## config.mk

```make
export PLATFORM = sky130hd
export DESIGN_NAME = dramstub_top
export DESIGN_NICKNAME = d
export VERILOG_FILES = /design/src/rtl/dramstub_pkg.sv /design/src/rtl/dramstub_ctrl.sv /design/src/rtl/dramstub_regs.sv /design/src/rtl/dramstub_top.sv
export SDC_FILE = /design/constraint.sdc
export NUM_CORES = 1
export LEC_CHECK = 0
export BUFFER_PORTS_ARGS = -buffer_cell sky130_fd_sc_hd__buf_2
export CORE_ASPECT_RATIO = 0.8
export CORE_MARGIN = 10
export CORE_UTILIZATION = 48
export CTS_CLUSTER_DIAMETER = 80
export DETAILED_ROUTE_END_ITERATION = 10
export PLACE_DENSITY = 0.7
export SKIP_CTS_REPAIR_TIMING = 1
export SLEW_MARGIN = 10
export SYNTH_ARGS = -nofsm -noshare
export SYNTH_HDL_FRONTEND = slang
export SYNTH_SLANG_ARGS = --single-unit
```

## constraint.sdc

```tcl
create_clock -name clk -period 2.98 [get_ports clk]
set_clock_uncertainty 0.2 [all_clocks]
set_input_delay 0.894 -clock clk [delete_from_list [all_inputs] [get_ports clk]]
set_output_delay 0.894 -clock clk [all_outputs]
set_load 0.02 [all_outputs]
```

## src/rtl/dramstub_pkg.sv

```systemverilog
package dramstub_pkg;

  localparam int DATA_W = 32;
  localparam int ADDR_W = 12;

  // Implemented register offsets and start of the out-of-range area
  localparam int OFS_CTRL    = 'h000;
  localparam int OFS_CALCFG  = 'h0A8;
  localparam int OFS_CALSTAT = 'h0B0;
  localparam int OFS_OOR     = 'h2E4;

  // Reset contents
  localparam logic [DATA_W-1:0] RST_CTRL    = 32'h8002_0000;
  localparam logic [DATA_W-1:0] RST_CALCFG  = 32'h07B0_0000;
  localparam logic [DATA_W-1:0] RST_CALSTAT = 32'h8000_0000;

  // Handshake bit positions
  localparam int INIT_BIT  = 31;
  localparam int TRAIN_BIT = 30;
  localparam int DONE_BIT  = 31;

  typedef enum logic [1:0] {
    SEL_NONE    = 2'd0,
    SEL_CTRL    = 2'd1,
    SEL_CALCFG  = 2'd2,
    SEL_CALSTAT = 2'd3
  } regSel_e;

  // Strobes from the control module to the datapath
  typedef struct packed {
    regSel_e wrSel;
    regSel_e rdSel;
    logic    rdAct;
  } stubStrb_t;

endpackage

```

## src/rtl/dramstub_ctrl.sv

```systemverilog
module dramstub_ctrl
  import dramstub_pkg::*;
#(
  parameter int ADDR_W_P = ADDR_W
) (
  input  logic              clk,
  input  logic              rstN,
  input  logic [ADDR_W_P-1:0] addr,
  input  logic              wrEn,
  input  logic              rdEn,
  output stubStrb_t         strb,
  output logic              errRange,
  output logic              errUnimpl
);

  localparam logic [ADDR_W_P-1:0] OOR_BASE  = ADDR_W_P'(OFS_OOR);
  localparam logic [ADDR_W_P-1:0] A_CTRL    = ADDR_W_P'(OFS_CTRL);
  localparam logic [ADDR_W_P-1:0] A_CALCFG  = ADDR_W_P'(OFS_CALCFG);
  localparam logic [ADDR_W_P-1:0] A_CALSTAT = ADDR_W_P'(OFS_CALSTAT);

  logic    misaligned;
  logic    outOfRange;
  logic    anyAccess;
  logic    unimplHit;
  regSel_e hitSel;

  always_comb begin
    misaligned = |addr[1:0];
    outOfRange = misaligned || (addr >= OOR_BASE);
    anyAccess  = wrEn || rdEn;
    if (misaligned)             hitSel = SEL_NONE;
    else if (addr == A_CTRL)    hitSel = SEL_CTRL;
    else if (addr == A_CALCFG)  hitSel = SEL_CALCFG;
    else if (addr == A_CALSTAT) hitSel = SEL_CALSTAT;
    else                        hitSel = SEL_NONE;
    unimplHit = !outOfRange && (hitSel == SEL_NONE);
  end

  always_comb begin
    strb.wrSel = wrEn ? hitSel : SEL_NONE;
    strb.rdSel = rdEn ? hitSel : SEL_NONE;
    strb.rdAct = rdEn;
  end

  always_ff @(posedge clk) begin
    if (!rstN) begin
      errRange  <= 1'b0;
      errUnimpl <= 1'b0;
    end else begin
      errRange  <= anyAccess && outOfRange;
      errUnimpl <= anyAccess && unimplHit;
    end
  end


  strobe_exclusive_chk: assert property (@(posedge clk) disable iff (!rstN)
    $onehot0({errRange, errUnimpl}));


  idle_quiet_chk: assert property (@(posedge clk) disable iff (!rstN)
    !(wrEn || rdEn) |=> !errRange && !errUnimpl);

endmodule

```

## src/rtl/dramstub_regs.sv

```systemverilog
module dramstub_regs
  import dramstub_pkg::*;
#(
  parameter int DATA_W_P = DATA_W
) (
  input  logic                clk,
  input  logic                rstN,
  input  stubStrb_t           strb,
  input  logic [DATA_W_P-1:0] wrData,
  output logic [DATA_W_P-1:0] rdData
);

  localparam logic [DATA_W_P-1:0] REQ_MASK =
    (DATA_W_P'(1) << INIT_BIT) | (DATA_W_P'(1) << TRAIN_BIT);

  logic [DATA_W_P-1:0] ctrlQ;
  logic [DATA_W_P-1:0] calCfgQ;
  logic [DATA_W_P-1:0] calStatQ;
  logic [DATA_W_P-1:0] rdMux;

  always_ff @(posedge clk) begin
    if (!rstN) begin
      ctrlQ    <= DATA_W_P'(RST_CTRL);
      calCfgQ  <= DATA_W_P'(RST_CALCFG);
      calStatQ <= DATA_W_P'(RST_CALSTAT);
    end else begin
      unique case (strb.wrSel)
        SEL_CTRL:    ctrlQ <= wrData & ~REQ_MASK;
        SEL_CALCFG: begin
          calCfgQ            <= wrData;
          calStatQ[DONE_BIT] <= 1'b1;
        end
        SEL_CALSTAT: calStatQ <= wrData;
        default: ;
      endcase
    end
  end

  always_comb begin
    unique case (strb.rdSel)
      SEL_CTRL:    rdMux = ctrlQ;
      SEL_CALCFG:  rdMux = calCfgQ;
      SEL_CALSTAT: rdMux = calStatQ;
      default:     rdMux = '0;
    endcase
  end

  always_ff @(posedge clk) begin
    if (!rstN)           rdData <= '0;
    else if (strb.rdAct) rdData <= rdMux;
    else                 rdData <= '0;
  end


  req_bits_clear_chk: assert property (@(posedge clk) disable iff (!rstN)
    strb.wrSel == SEL_CTRL |=> ctrlQ[INIT_BIT] == 1'b0 && ctrlQ[TRAIN_BIT] == 1'b0);


  cal_done_set_chk: assert property (@(posedge clk) disable iff (!rstN)
    strb.wrSel == SEL_CALCFG |=> calStatQ[DONE_BIT]);


  no_write_hold_chk: assert property (@(posedge clk) disable iff (!rstN)
    strb.wrSel == SEL_NONE |=> $stable(ctrlQ) && $stable(calCfgQ) && $stable(calStatQ));


  idle_read_zero_chk: assert property (@(posedge clk) disable iff (!rstN)
    !strb.rdAct |=> rdData == '0);

endmodule

```

## src/rtl/dramstub_top.sv

```systemverilog
module dramstub_top
  import dramstub_pkg::*;
(
  input  logic              clk,
  input  logic              rstN,
  input  logic [ADDR_W-1:0] addr,
  input  logic              wrEn,
  input  logic [DATA_W-1:0] wrData,
  input  logic              rdEn,
  output logic [DATA_W-1:0] rdData,
  output logic              errRange,
  output logic              errUnimpl
);

  stubStrb_t strb;

  dramstub_ctrl #(.ADDR_W_P(ADDR_W)) u_ctrl (
    .clk       (clk),
    .rstN      (rstN),
    .addr      (addr),
    .wrEn      (wrEn),
    .rdEn      (rdEn),
    .strb      (strb),
    .errRange  (errRange),
    .errUnimpl (errUnimpl)
  );

  dramstub_regs #(.DATA_W_P(DATA_W)) u_regs (
    .clk    (clk),
    .rstN   (rstN),
    .strb   (strb),
    .wrData (wrData),
    .rdData (rdData)
  );

endmodule

```

== After elaboration in Yosys (flattened, before gate mapping) ==
Cells that the tools add are included.
Storage, ports and cells
  register bits: 129
  input port bits: 48
  output and inout port bits: 34
  word-level logic and storage cells: 35
Cells by class
  order comparisons: 1
  equality and inequality tests: 8
  mux-type cells: 8
  reduce and logical (&&, ||, !) cells: 11
Operators by type and width (count)
  $pmux W32 S3: 1
  $eq A12 B8 Y1 const B: 2
  $ge A12 B10 Y1 const B: 1
  $logic_not A12 Y1: 1
  $mux W2: 6
  $eq A2 B2 Y1 const B: 4
  $eq A2 B1 Y1 const B: 2
  $logic_and A1 B1 Y1: 3
  $logic_not A2 Y1: 1
  $logic_or A1 B1 Y1: 2
  $pmux W1 S2: 1
  $reduce_and A2 Y1: 1
  $reduce_bool A2 Y1: 1
  $reduce_or A2 Y1: 1
  $logic_not A1 Y1: 1

== Logic depth before layout (Yosys ltp) ==
Gate-level depths: netlist of the first run.
  depth after elaboration: 8
  depth in mapped cells: 6
  gate-level depth less buffers: 4

== Hierarchy ==
Synthesis of the first run repeated with hierarchy kept, for this count alone.
Second synthesis, totals
  cell total of the unflattened synthesis: 547
  area total of the unflattened synthesis: 5024.8 um^2
By module, submodules not included
  dramstub_regs: instances 1, cells an instance 524, area each 4818.4 um^2, sequential area each 2542.4 um^2
  dramstub_ctrl: instances 1, cells an instance 23, area each 206.4 um^2, sequential area each 40.0 um^2

== Worst setup path before layout of the first run ==
Ideal clock, no wire load.
  kind: in2reg
  from: in addr[11]
  to: reg u_regs.calCfgQ[27]
  library setup time: 0.072 ns
  arrival time: 2.397 ns
  required time: 2.708 ns
  path slack: 0.311 ns
  stages on the path: 6
  path buffers: 2
  cell sequence: or4_4 > nor3_4 > and4_1 > clkbuf_2 > buf_6 > mux2i_1
Between the ends
  longest elaborated chain between the ends: 7
  elaborated cells between the ends (all ways): 9
  classes of those cells: eq/ne (3); mux (5); reduce/logical (1)
RTL lines
  start: declaration: line dramstub_top.sv:6  | input logic [ADDR_W-1:0] addr,
  $eq A12 B8 Y1: line dramstub_ctrl.sv:34  | else if (addr == A_CALSTAT) hitSel = SEL_CALSTAT;
  $mux W2: line dramstub_ctrl.sv:34
  $mux W2: line dramstub_ctrl.sv:33  | else if (addr == A_CALCFG) hitSel = SEL_CALCFG;
  $mux W2 *: line dramstub_ctrl.sv:32  | else if (addr == A_CTRL) hitSel = SEL_CTRL;
  $mux W2 *: line dramstub_ctrl.sv:31  | if (misaligned) hitSel = SEL_NONE;
  $mux W2 *: line dramstub_ctrl.sv:40  | strb.wrSel = wrEn ? hitSel : SEL_NONE;
  $eq A2 B2 Y1 *: line dramstub_regs.sv:27  | unique case (strb.wrSel)
  end signal: assignment: line dramstub_regs.sv:24  | calCfgQ <= DATA_W_P'(RST_CALCFG);
  end signal: assignment: line dramstub_regs.sv:30  | calCfgQ <= wrData;
  end: declaration: line dramstub_regs.sv:17  | logic [DATA_W_P-1:0] calCfgQ;
Mark *: on every way between the ends. The rest lies on a longest branch, timed or not.
A chain may end at the register's enable or synchronous reset.

== Worst setup path after layout of the first run ==
  from: in addr[11]
  to: reg u_regs.ctrlQ[21]
Between the ends
  longest elaborated chain between the ends: 7
  elaborated cells between the ends (all ways): 9
  classes of those cells: eq/ne (3); mux (5); reduce/logical (1)
RTL lines
  $eq A12 B8 Y1: line dramstub_ctrl.sv:34
  $mux W2: line dramstub_ctrl.sv:34
  $mux W2: line dramstub_ctrl.sv:33
  $mux W2 *: line dramstub_ctrl.sv:32
  $mux W2 *: line dramstub_ctrl.sv:31
  $mux W2 *: line dramstub_ctrl.sv:40
  $eq A2 B1 Y1 *: line dramstub_regs.sv:27
  end signal: assignment: line dramstub_regs.sv:23  | ctrlQ <= DATA_W_P'(RST_CTRL);
  end signal: assignment: line dramstub_regs.sv:28  | SEL_CTRL: ctrlQ <= wrData & ~REQ_MASK;
  end: declaration: line dramstub_regs.sv:16  | logic [DATA_W_P-1:0] ctrlQ;
Marked as above.

==> flow_summary.ini, run 1 <==
[min_path]
min_to = u_regs.rdData[17]
hp-class = register to register
min_from = u_regs.calCfgQ[17]
whs_path_depth = 1

[die]
dieArea_sq_um = 15000
core-area_sq_um = 10200
std_cell_rows = 33
chipWidth_microns = 135
ioPinCount = 82
die_h_microns = 112
start_util = 0.492

[cts]
clk_latency_ps = 400
clockBufferDepth = 2
cts.clk_slew.worst_paths_ps = 60
cts_buffers = 17
cts_tree = built
cts_sinks = 129
h-tree-depth = 4
cts_root_buffer = clkbuf_16

[timing]
hold_violations = 0
slew_violations = 0
post-route-period-util = 0.825
period_minus_slack_ps = 2460
max_slew_margin = 0.650
rsz0062_at_grt = false
setup_tns_ps = 0
worstMarginPinSlew_ps = 522
setup_viol = 0
fmaxAchievable_ghz = 0.407

[routing]
post_drt_via_cell_ratio = 5.16
drt-pass1-iter-count = 4
drt-total-wl_microns = 11700
dr.first_iter.drc_count = 275
drc = 0
ant_nets = 0
vias = 3712
wl_per_cell_microns = 16.2

[worst_setup_path]
slowest_delay_ps = 570
crit_fanout = 17
r2r_end = u_regs.calStatQ[31]
worstSetupPathType = input pin to register
cp_cell_sequence = buf_2, or4_4, nor3_4, and4_2, buf_12, mux2i_1
critPathArrivalTime_ps = 2580
reg2reg_depth = 2
reg2reg_from = u_regs.calStatQ[31]
path_delay_family = simple AND/OR/NAND/NOR gates
path_buf_inv = 2
regToRegSetupSlack_ps = 2010
startpoint_type = input pin
cp_data_required_time_ps = 3100
end_kind = register
slowest_stage = or4_4

[finish]
design_area_sq_um = 6210
antenna_cells = 0
area_delta_synth_final_pct = 23.3
post_route_cells_drive_above_1_share = 0.223
fin_cells = 719
postLayoutCoreUtil = 0.607
fill_cells = 891
multi_input_area_sq_um = 2250
regArea_sq_um = 2580
layout.nets = 616

[place]
postPlaceCellArea_sq_um = 5620
gp_congestion = 0.743
dp.cells = 689
dp_hpwl_microns = 7670
port_buffers = 81

[global_routing]
grt_max_degree = 122
grt_pass1_wl_microns = 19500
track_usage = 0.160
antenna_found_initial = 0
gr-total-overflow = 0
grt_pass1_vias = 3979

[power_and_ir_drop]
ir_drop_uv = 416
pwr_density_cell_nw_per_um2 = 628
p_leak_nw = 2.60

[yosys]
ys_ff_latch = 129
synth_seq_area_share = 0.513
netlist_instances = 489
synth_area_sq_um = 5040
synth.avg_cell_area_sq_um = 10.3
synth.area.top_cells = dfxtp_1 (51%), mux2i_1 (25%), nand2_1 (9.1%)
yosysWarnings = 0
yosys.area.top_type = dfxtp_1
yosysUniqueCellTypes = 28
syn_nets = 537
synth_top_area_share = 0.513

[flow_run]
drv_cap = 0

[outcome]
status = complete, no violations
[worst reg2reg max path, cell delays in order, from the launching register on]
cell and delay, ps:
dfxtp_1 300, a311o_1 260, o31a_1 100
[state kept, by name, indices dropped and copies added, names as in the netlist]
name              flops
u_regs.ctrlQ         31
u_regs.rdData        32
u_regs.calCfgQ       32
u_regs.calStatQ      32
u_ctrl.errRange       1
u_ctrl.errUnimpl      1
[routing by layer]
layer | routed length [microns] | vias up | share of wire | GRT usage
met5 | 0 | - | 0 | 0
met4 | 141 | 0 | 0.012 | 0.0529
met3 | 805 | 11 | 0.069 | 0.0633
met2 | 5410 | 101 | 0.46 | 0.254
met1 | 5330 | 1753 | 0.46 | 0.194
li1 | - | 1847 | - | -
[how the worst max path moves through the flow]
stage / startpoint / to / slack (ps) / depth (start not counted)
finish: addr[11] / u_regs.ctrlQ[21] / 520 / 6
global route: addr[11] / u_regs.ctrlQ[26] / 450 / 6
CTS: addr[11] / u_regs.ctrlQ[21] / 540 / 6
detailed placement: addr[11] / u_regs.ctrlQ[22] / 130 / 6
global placement: addr[11] / u_regs.ctrlQ[18] / 180 / 6
floorplan: addr[11] / u_regs.calCfgQ[27] / 310 / 6
[final cells by class]
type,count,area share
inverters,2,0.00121
clock buffers,26,0.0836
multi-input cells,322,0.362
clock inverters,4,0.0117
well taps,140,0.0282
flip-flops and latches,129,0.416
repair buffers,96,0.0979
[where the power goes]
group	switching [mW]	internal [mW]
clock	0.690	1.35
combinational	0.0809	0.0472
sequential	0.000386	1.73
[logic make-up after synthesis]
| logic type | Yosys count | share of synthesized area |
|---|---|---|
| and+or+nand+nor | 155 | 0.128 |
| DFF | 129 | 0.513 |
| muxes | 124 | 0.246 |
| AOI/OAI and AO/OA | 42 | 0.0683 |
| buffers and inverters | 38 | 0.0427 |
| xor gates and xnor gates | 1 | 0.00174 |
[stage by stage]
stage	setup slack [ps]	hold WS, ps	total power, mW
6_report	523	254	3.90
5_1_grt	454	267	4.02
4_1_cts	542	254	3.93
3_5_place_dp	131	241	1.89
3_3_place_gp	182	237	1.89
2_1_floorplan	311	232	1.83
[layout by cell type, fill, tap and decap left out, drive strengths merged, types with 2 or more instances in the layout]
master	synthesis	routed
a21oi	2	2
dfxtp	129	129
bufinv	0	2
nand2	122	122
nor2	15	15
o21a	2	2
buf	18	96
nand4	4	4
mux2i	124	124
o21ai	4	4
o2bb2ai	31	31
and4	2	2
and3	2	2
inv	2	2
clkbuf	18	26
nor3	5	5
[cell usage after synthesis]
cell type,instances
dfxtp_1,129
mux2i_1,124
nand2_1,122
o2bb2ai_1,31
clkbuf_1,17
nor2_1,15
buf_4,7
buf_2,6
buf_6,5
nand4_1,4
nor3_1,4
o21ai_0,4
a21oi_1,2
and3_1,2
and4_1,2
inv_1,2
o21a_1,2
a311o_1,1
clkbuf_2,1
nand3_1,1
nor2b_1,1
nor3_4,1
nor4_2,1
o31a_1,1
o41ai_1,1
or2_2,1
or4_4,1
xnor2_1,1
No activity file was read; power rests on OpenSTA's default activity.
==> run 2: changes to the inputs <==
--- a/config.mk
+++ b/config.mk
@@ -5,13 +5,14 @@
 export SDC_FILE = /design/constraint.sdc
 export NUM_CORES = 1
 export LEC_CHECK = 0
+export ABC_AREA = 1
 export BUFFER_PORTS_ARGS = -buffer_cell sky130_fd_sc_hd__buf_2
 export CORE_ASPECT_RATIO = 0.8
 export CORE_MARGIN = 10
 export CORE_UTILIZATION = 48
 export CTS_CLUSTER_DIAMETER = 80
 export DETAILED_ROUTE_END_ITERATION = 10
-export PLACE_DENSITY = 0.7
+export PLACE_DENSITY = 0.72
 export SKIP_CTS_REPAIR_TIMING = 1
 export SLEW_MARGIN = 10
 export SYNTH_ARGS = -nofsm -noshare
==> constraint.sdc (replaced) <==
create_clock -name clk -period 2.15 [get_ports clk]
set_clock_uncertainty 0.2 [all_clocks]
set_input_delay 0.645 -clock clk [delete_from_list [all_inputs] [get_ports clk]]
set_output_delay 0.645 -clock clk [all_outputs]
set_load 0.02 [all_outputs]
==> run 2 against run 1 <==
Effect of this change:
- worst hold slack lost 1.2 ps
- clock power grew 41%
- first-iteration DRC count grew 73%
- core utilization shrank 0.084 points
- combinational power grew 45%
- critical path depth grew 5
- critical endpoint is now u_regs.rdData[29]
- largest cell class unchanged
- highest routed layer unchanged
==> flow_summary.ini, run 2 <==
[outcome]
status = complete, no violations

[die]
chipWidth_microns = 137
start_util = 0.488
std_cell_rows = 34
core-area_sq_um = 10800
ioPinCount = 82
dieArea_sq_um = 15600
die_h_microns = 114

[min_path]
whs_path_depth = 3
hp-class = input pin to register

[worst_setup_path]
reg2reg_depth = 4
cp-startpoint = addr[2]
cp_data_required_time_ps = 2310
reg2reg_from = u_regs.calStatQ[29]
endpoint = u_regs.rdData[29]
path_delay_family = simple AND/OR/NAND/NOR gates
regToRegSetupSlack_ps = 1180
crit_fanout = 26
end_kind = register
r2r_end = u_regs.rdData[29]
path_buf_inv = 4
critPathArrivalTime_ps = 2070
startpoint_type = input pin
slowest_stage = buf_4
cp_cell_sequence = buf_2, inv_1, nand2_1, nor2_1, nand3_2, nand2_2, buf_4, nand4_1, nand3_1, nand2_1, inv_1
worst-path-stages = 11
slowest_delay_ps = 320
worstSetupPathType = input pin to register

[cts]
cts_tree = built
cts_root_buffer = clkbuf_16
cts.clk_slew.worst_paths_ps = 60
h-tree-depth = 4
clk_latency_ps = 420
cts_sinks = 129
cts_buffers = 17
clockBufferDepth = 2

[power_and_ir_drop]
ir_drop_uv = 643
total_power_mw = 5.46
pwr_density_cell_nw_per_um2 = 834
p_leak_nw = 3.19

[yosys]
synthArstFlopShare = 0
yosysUniqueCellTypes = 21
yosysWarnings = 0
syn_nets = 764
synth_enable_flop_cells = 0
synth.area.top_cells = dfxtp_1 (49%), nor2_1 (13%), nand4_1 (7.6%)
synth_seq_area_share = 0.490
synth.avg_cell_area_sq_um = 7.36
synthFlopType = dfxtp_1
yosys.area.top_type = dfxtp_1
synth_top_area_share = 0.490
netlist_instances = 716
synth_common_cells = nor2_1 (182), dfxtp_1 (129), nand3_1 (72)
yosysMostFrequentCell = nor2_1
synth_area_sq_um = 5270
ys_ff_latch = 129

[timing]
fin_ws_ps = 240
setup_viol = 0
setup_tns_ps = 0
fmaxAchievable_ghz = 0.524
slew_violations = 0
post-route-period-util = 0.888
worstMarginPinSlew_ps = 333
max_slew_margin = 0.778
hold_slack_ps = 253
rsz0062_at_grt = false
hold_violations = 0
period_minus_slack_ps = 1910

[global_routing]
grt_pass1_vias = 4984
grt_max_degree = 68
gr-total-overflow = 0
track_usage = 0.195
antenna_found_initial = 0
grt_pass1_wl_microns = 24700

[finish]
top_regs = u_regs.calCfgQ (32), u_regs.calStatQ (32), u_regs.rdData (32)
fin_cells = 951
antenna_cells = 0
layout.nets = 842
design_area_sq_um = 6550
fill_cells = 956
postLayoutCoreUtil = 0.606
area_delta_synth_final_pct = 24.2
layout_common_cells = nor2_1 (181), dfxtp_1 (129), buf_2 (81), nand3_1 (72), nand4_1 (64)
final_common_cell = nor2_1
post_route_cells_drive_above_1_share = 0.207

[routing]
dr.first_iter.drc_count = 476
post_drt_via_cell_ratio = 5.49
wl_per_cell_microns = 15.9
drc = 0
vias = 5225
drt-total-wl_microns = 15100
ant_nets = 0
drt-pass1-iter-count = 5

[place]
dp_hpwl_microns = 9570
dp.cells = 919
dp_slack_ps = -155
gp_congestion = 0.847
port_buffers = 81
postPlaceCellArea_sq_um = 5950

[flow_run]
drv_cap = 0
run 2: changes by cell type in the layout (fill, tap and decap cells not counted), sizes merged, moves of 3 or more:
| cell | delta |
|---|---|
| nor3 | -4 |
| mux2i | -124 |
| nand3 | +73 |
| o2bb2ai | -31 |
| nand4 | +60 |
| nor2 | +171 |
| o21ai | +83 |
| clkinv | +4 |
| clkbuf | -6 |
| inv | +45 |
| nand2 | -58 |
| buf | +22 |
| clkinvlp | +3 |
run 2: worst reg2reg max path: cells and delay by family, from the launching register on:
kind | cells | cell delay [ps]
buffers and inverters | 1 | 60
and+or+nand+nor | 3 | 320
DFF | 1 | 340
run 2: logic make-up after synthesis:
logic type | after synthesis | synth area share
simple gates | 389 | 0.330
flops | 129 | 0.490
buf+inv | 105 | 0.0902
compound gates | 93 | 0.0893
run 2: layout make-up:
type                    count  area (sq um)  area share
clock buffers              20           467      0.0713
clock inverters            12           131      0.0201
inverters                  46           173      0.0264
multi-input cells         482          2220       0.339
flip-flops and latches    129          2580       0.394
well taps                 144           180      0.0275
repair buffers            118           796       0.122
run 2: how the worst min path moves through the flow:
| stage | startpoint | to | slack [ps] |
|---|---|---|---|
| 2_1_floorplan | u_regs.ctrlQ[31] | u_regs.ctrlQ[31] | 220 |
| 3_3_place_gp | u_regs.ctrlQ[31] | u_regs.ctrlQ[31] | 240 |
| 3_5_place_dp | u_regs.ctrlQ[31] | u_regs.ctrlQ[31] | 250 |
| 4_1_cts | wrData[31] | u_regs.calStatQ[31] | 250 |
| 5_1_grt | wrData[26] | u_regs.calCfgQ[26] | 270 |
| 6_report | wrData[31] | u_regs.calStatQ[31] | 250 |
run 2: routing by layer:
layer	up-vias	GRT usage	routed length (microns)
met2	254	0.312	7080
met1	2422	0.239	6230
met4	0	0.0778	235
met3	27	0.0611	1560
li1	2522	-	-
met5	-	0	0
run 2: power breakdown:
group          total [mW]  switching, mW  leakage, nW  internal (mW)
Clock                2.88           1.08        0.284           1.80
Sequential           2.39       0.000483         1.04           2.39
Combinational       0.186          0.121         1.86         0.0650
==> run 3: changes to the inputs <==
--- a/config.mk
+++ b/config.mk
@@ -8,7 +8,7 @@
 export ABC_AREA = 1
 export BUFFER_PORTS_ARGS = -buffer_cell sky130_fd_sc_hd__buf_2
 export CORE_ASPECT_RATIO = 0.8
-export CORE_MARGIN = 10
+export CORE_MARGIN = 2
 export CORE_UTILIZATION = 48
 export CTS_CLUSTER_DIAMETER = 80
 export DETAILED_ROUTE_END_ITERATION = 10
@@ -17,4 +17,5 @@
 export SLEW_MARGIN = 10
 export SYNTH_ARGS = -nofsm -noshare
 export SYNTH_HDL_FRONTEND = slang
+export SYNTH_HIERARCHICAL = 1
 export SYNTH_SLANG_ARGS = --single-unit
==> run 3 against run 2 <==
Effect of this change:
- die area is 25% lower
- cell count is 0.21% lower
- critical path type unchanged
- power is 1.7% lower
- largest power group unchanged
- flip-flop and latch count stayed put
- global-route usage is 5.8 points higher
- non-clock buffer count is 3 lower
- setup slack worse by 100 ps
- critical path depth is 1 higher
- largest cell class unchanged
- sequential power hardly changed
==> flow_summary.ini, run 3 <==
[finish]
final_common_cell = nor2_1
antenna_cells = 0
postLayoutCoreUtil = 0.623
fill_cells = 934
area_delta_synth_final_pct = 24.9
fin_cells = 949
layout.nets = 844
layout_common_cells = nor2_1 (179), nand3_1 (135), dfxtp_1 (129), o21ai_0 (84), buf_2 (81)
top_regs = u_regs/calCfgQ (32), u_regs/calStatQ (32), u_regs/rdData (32)
post_route_cells_drive_above_1_share = 0.206

[global_routing]
grt_max_degree = 97
grt_pass1_vias = 4980
gr-total-overflow = 0
track_usage = 0.253
antenna_found_initial = 0
grt_pass1_wl_microns = 23400

[power_and_ir_drop]
ir_drop_uv = 610
comb_power_share = 0.032
p_seq_frac = 0.446
p_leak_nw = 2.96
p_sw_mw = 1.18
p_sw_frac = 0.221
clkPwrFrac = 0.522
pwr_density_cell_nw_per_um2 = 831
p_int_mw = 4.18

[routing]
dr.first_iter.drc_count = 515
drt-total-wl_microns = 14100
drc = 0
wl_per_cell_microns = 14.9
drt-pass1-iter-count = 5
vias = 5008
post_drt_via_cell_ratio = 5.28
ant_nets = 0

[yosys]
netlist_instances = 714
synthArstFlopShare = 0
yosysMostFrequentCell = nor2_1
synth_enable_flop_cells = 0
syn_nets = 762
synth.avg_cell_area_sq_um = 7.24
yosysUniqueCellTypes = 20
synth_top_area_share = 0.499
yosysWarnings = 6
synth.area.top_cells = dfxtp_1 (50%), nor2_1 (13%), nand3_1 (13%)
synth_area_sq_um = 5170
synth_seq_area_share = 0.499
yosys.area.top_type = dfxtp_1
synth_common_cells = nor2_1 (181), nand3_1 (135), dfxtp_1 (129)
ys_ff_latch = 129
synthFlopType = dfxtp_1

[worst_setup_path]
cp_data_required_time_ps = 2320
critPathArrivalTime_ps = 2180
crit_fanout = 19
startpoint_type = input pin
end_kind = register
worstSetupPathType = input pin to register

[die]
die_h_microns = 96.9
std_cell_rows = 33
core-area_sq_um = 10400
ioPinCount = 82
chipWidth_microns = 120
start_util = 0.499
dieArea_sq_um = 11600

[flow_run]
drv_cap = 0

[place]
dp.cells = 917
port_buffers = 81
gp_congestion = 0.813
dp_hpwl_microns = 8890

[outcome]
status = complete, no violations

[timing]
hold_violations = 0
fmaxAchievable_ghz = 0.497
max_slew_margin = 0.727
period_minus_slack_ps = 2010
rsz0062_at_grt = false
setup_viol = 0
slew_violations = 0
post-route-period-util = 0.936
worstMarginPinSlew_ps = 409

[cts]
cts_tree = built
h-tree-depth = 4
clockBufferDepth = 2
clk_latency_ps = 420
cts_buffers = 17
cts_sinks = 129
cts_root_buffer = clkbuf_16
cts.clk_slew.worst_paths_ps = 60

[min_path]
hp-class = register to register
## run 3: per-layer routing
metal	global-route usage	vias to the layer above	part of all wire
met1	0.316	2330	0.43
li1	-	2456	-
met5	0	-	0
met4	0.110	0	0.019
met2	0.411	195	0.48
met3	0.0672	27	0.078
## run 3: worst paths after layout
path | slack (ps) | cells past startpoint | start | endpoint
hold / removal | 260 | 2 | u_regs/ctrlQ[31] | u_regs/ctrlQ[31]
hold reg to reg | 260 | 2 | u_regs/ctrlQ[31] | u_regs/ctrlQ[31]
setup / recovery | 140 | 12 | addr[6] | u_regs/rdData[8]
setup reg to reg | 1180 | 4 | u_regs/calCfgQ[8] | u_regs/rdData[8]
## run 3: kinds of logic (layout without fill, tap and decap cells)
family | Yosys count | in the layout | synth area share
AND/OR/NAND/NOR | 391 | 391 | 0.325
AO/OA/AOI/OAI | 93 | 93 | 0.0902
flip-flops | 129 | 129 | 0.499
buffers and inverters | 101 | 196 | 0.0856
## run 3: layout make-up
class	instances	area (sq um)	share of cell area
flip-flops and latches	129	2580	0.400
inverters	49	184	0.0285
clock inverters	14	138	0.0213
clock buffers	18	439	0.0680
well taps	140	175	0.0271
repair buffers	115	773	0.120
multi-input cells	484	2170	0.336
## run 3: power by group through the flow
stage          clock network, mW  logic [mW]  registers [mW]
6_report                    2.80       0.172            2.39
5_1_grt                     2.95       0.193            2.39
4_1_cts                     2.83       0.170            2.39
3_5_place_dp                   0       0.167            2.45
3_3_place_gp                   0       0.163            2.45
2_1_floorplan                  0      0.0814            2.45
## run 3: critical path: stages
cell     delay (ps)
buf_2           110
inv_1            70
nand2_1          50
nor3_1          220
o21ai_1         140
buf_4           160
nor2_4          140
buf_4           270
nand3_1         120
nand3_1         110
nand2_1          70
inv_1            60
## run 3: stage by stage
step / area (sq um) / TNS (ps) / worst slack (ps) / hold WS (ps) / power [mW]
final: 6460 / 0 / 138 / 258 / 5.37
after global routing: 6460 / 0 / 9.32 / 275 / 5.54
after CTS: 6450 / 0 / 119 / 255 / 5.39
after detailed placement: 5870 / -26540 / -284 / 236 / 2.61
after global placement: 5870 / -21660 / -230 / 231 / 2.61
after floorplan: 5170 / 0 / 67.0 / 220 / 2.53
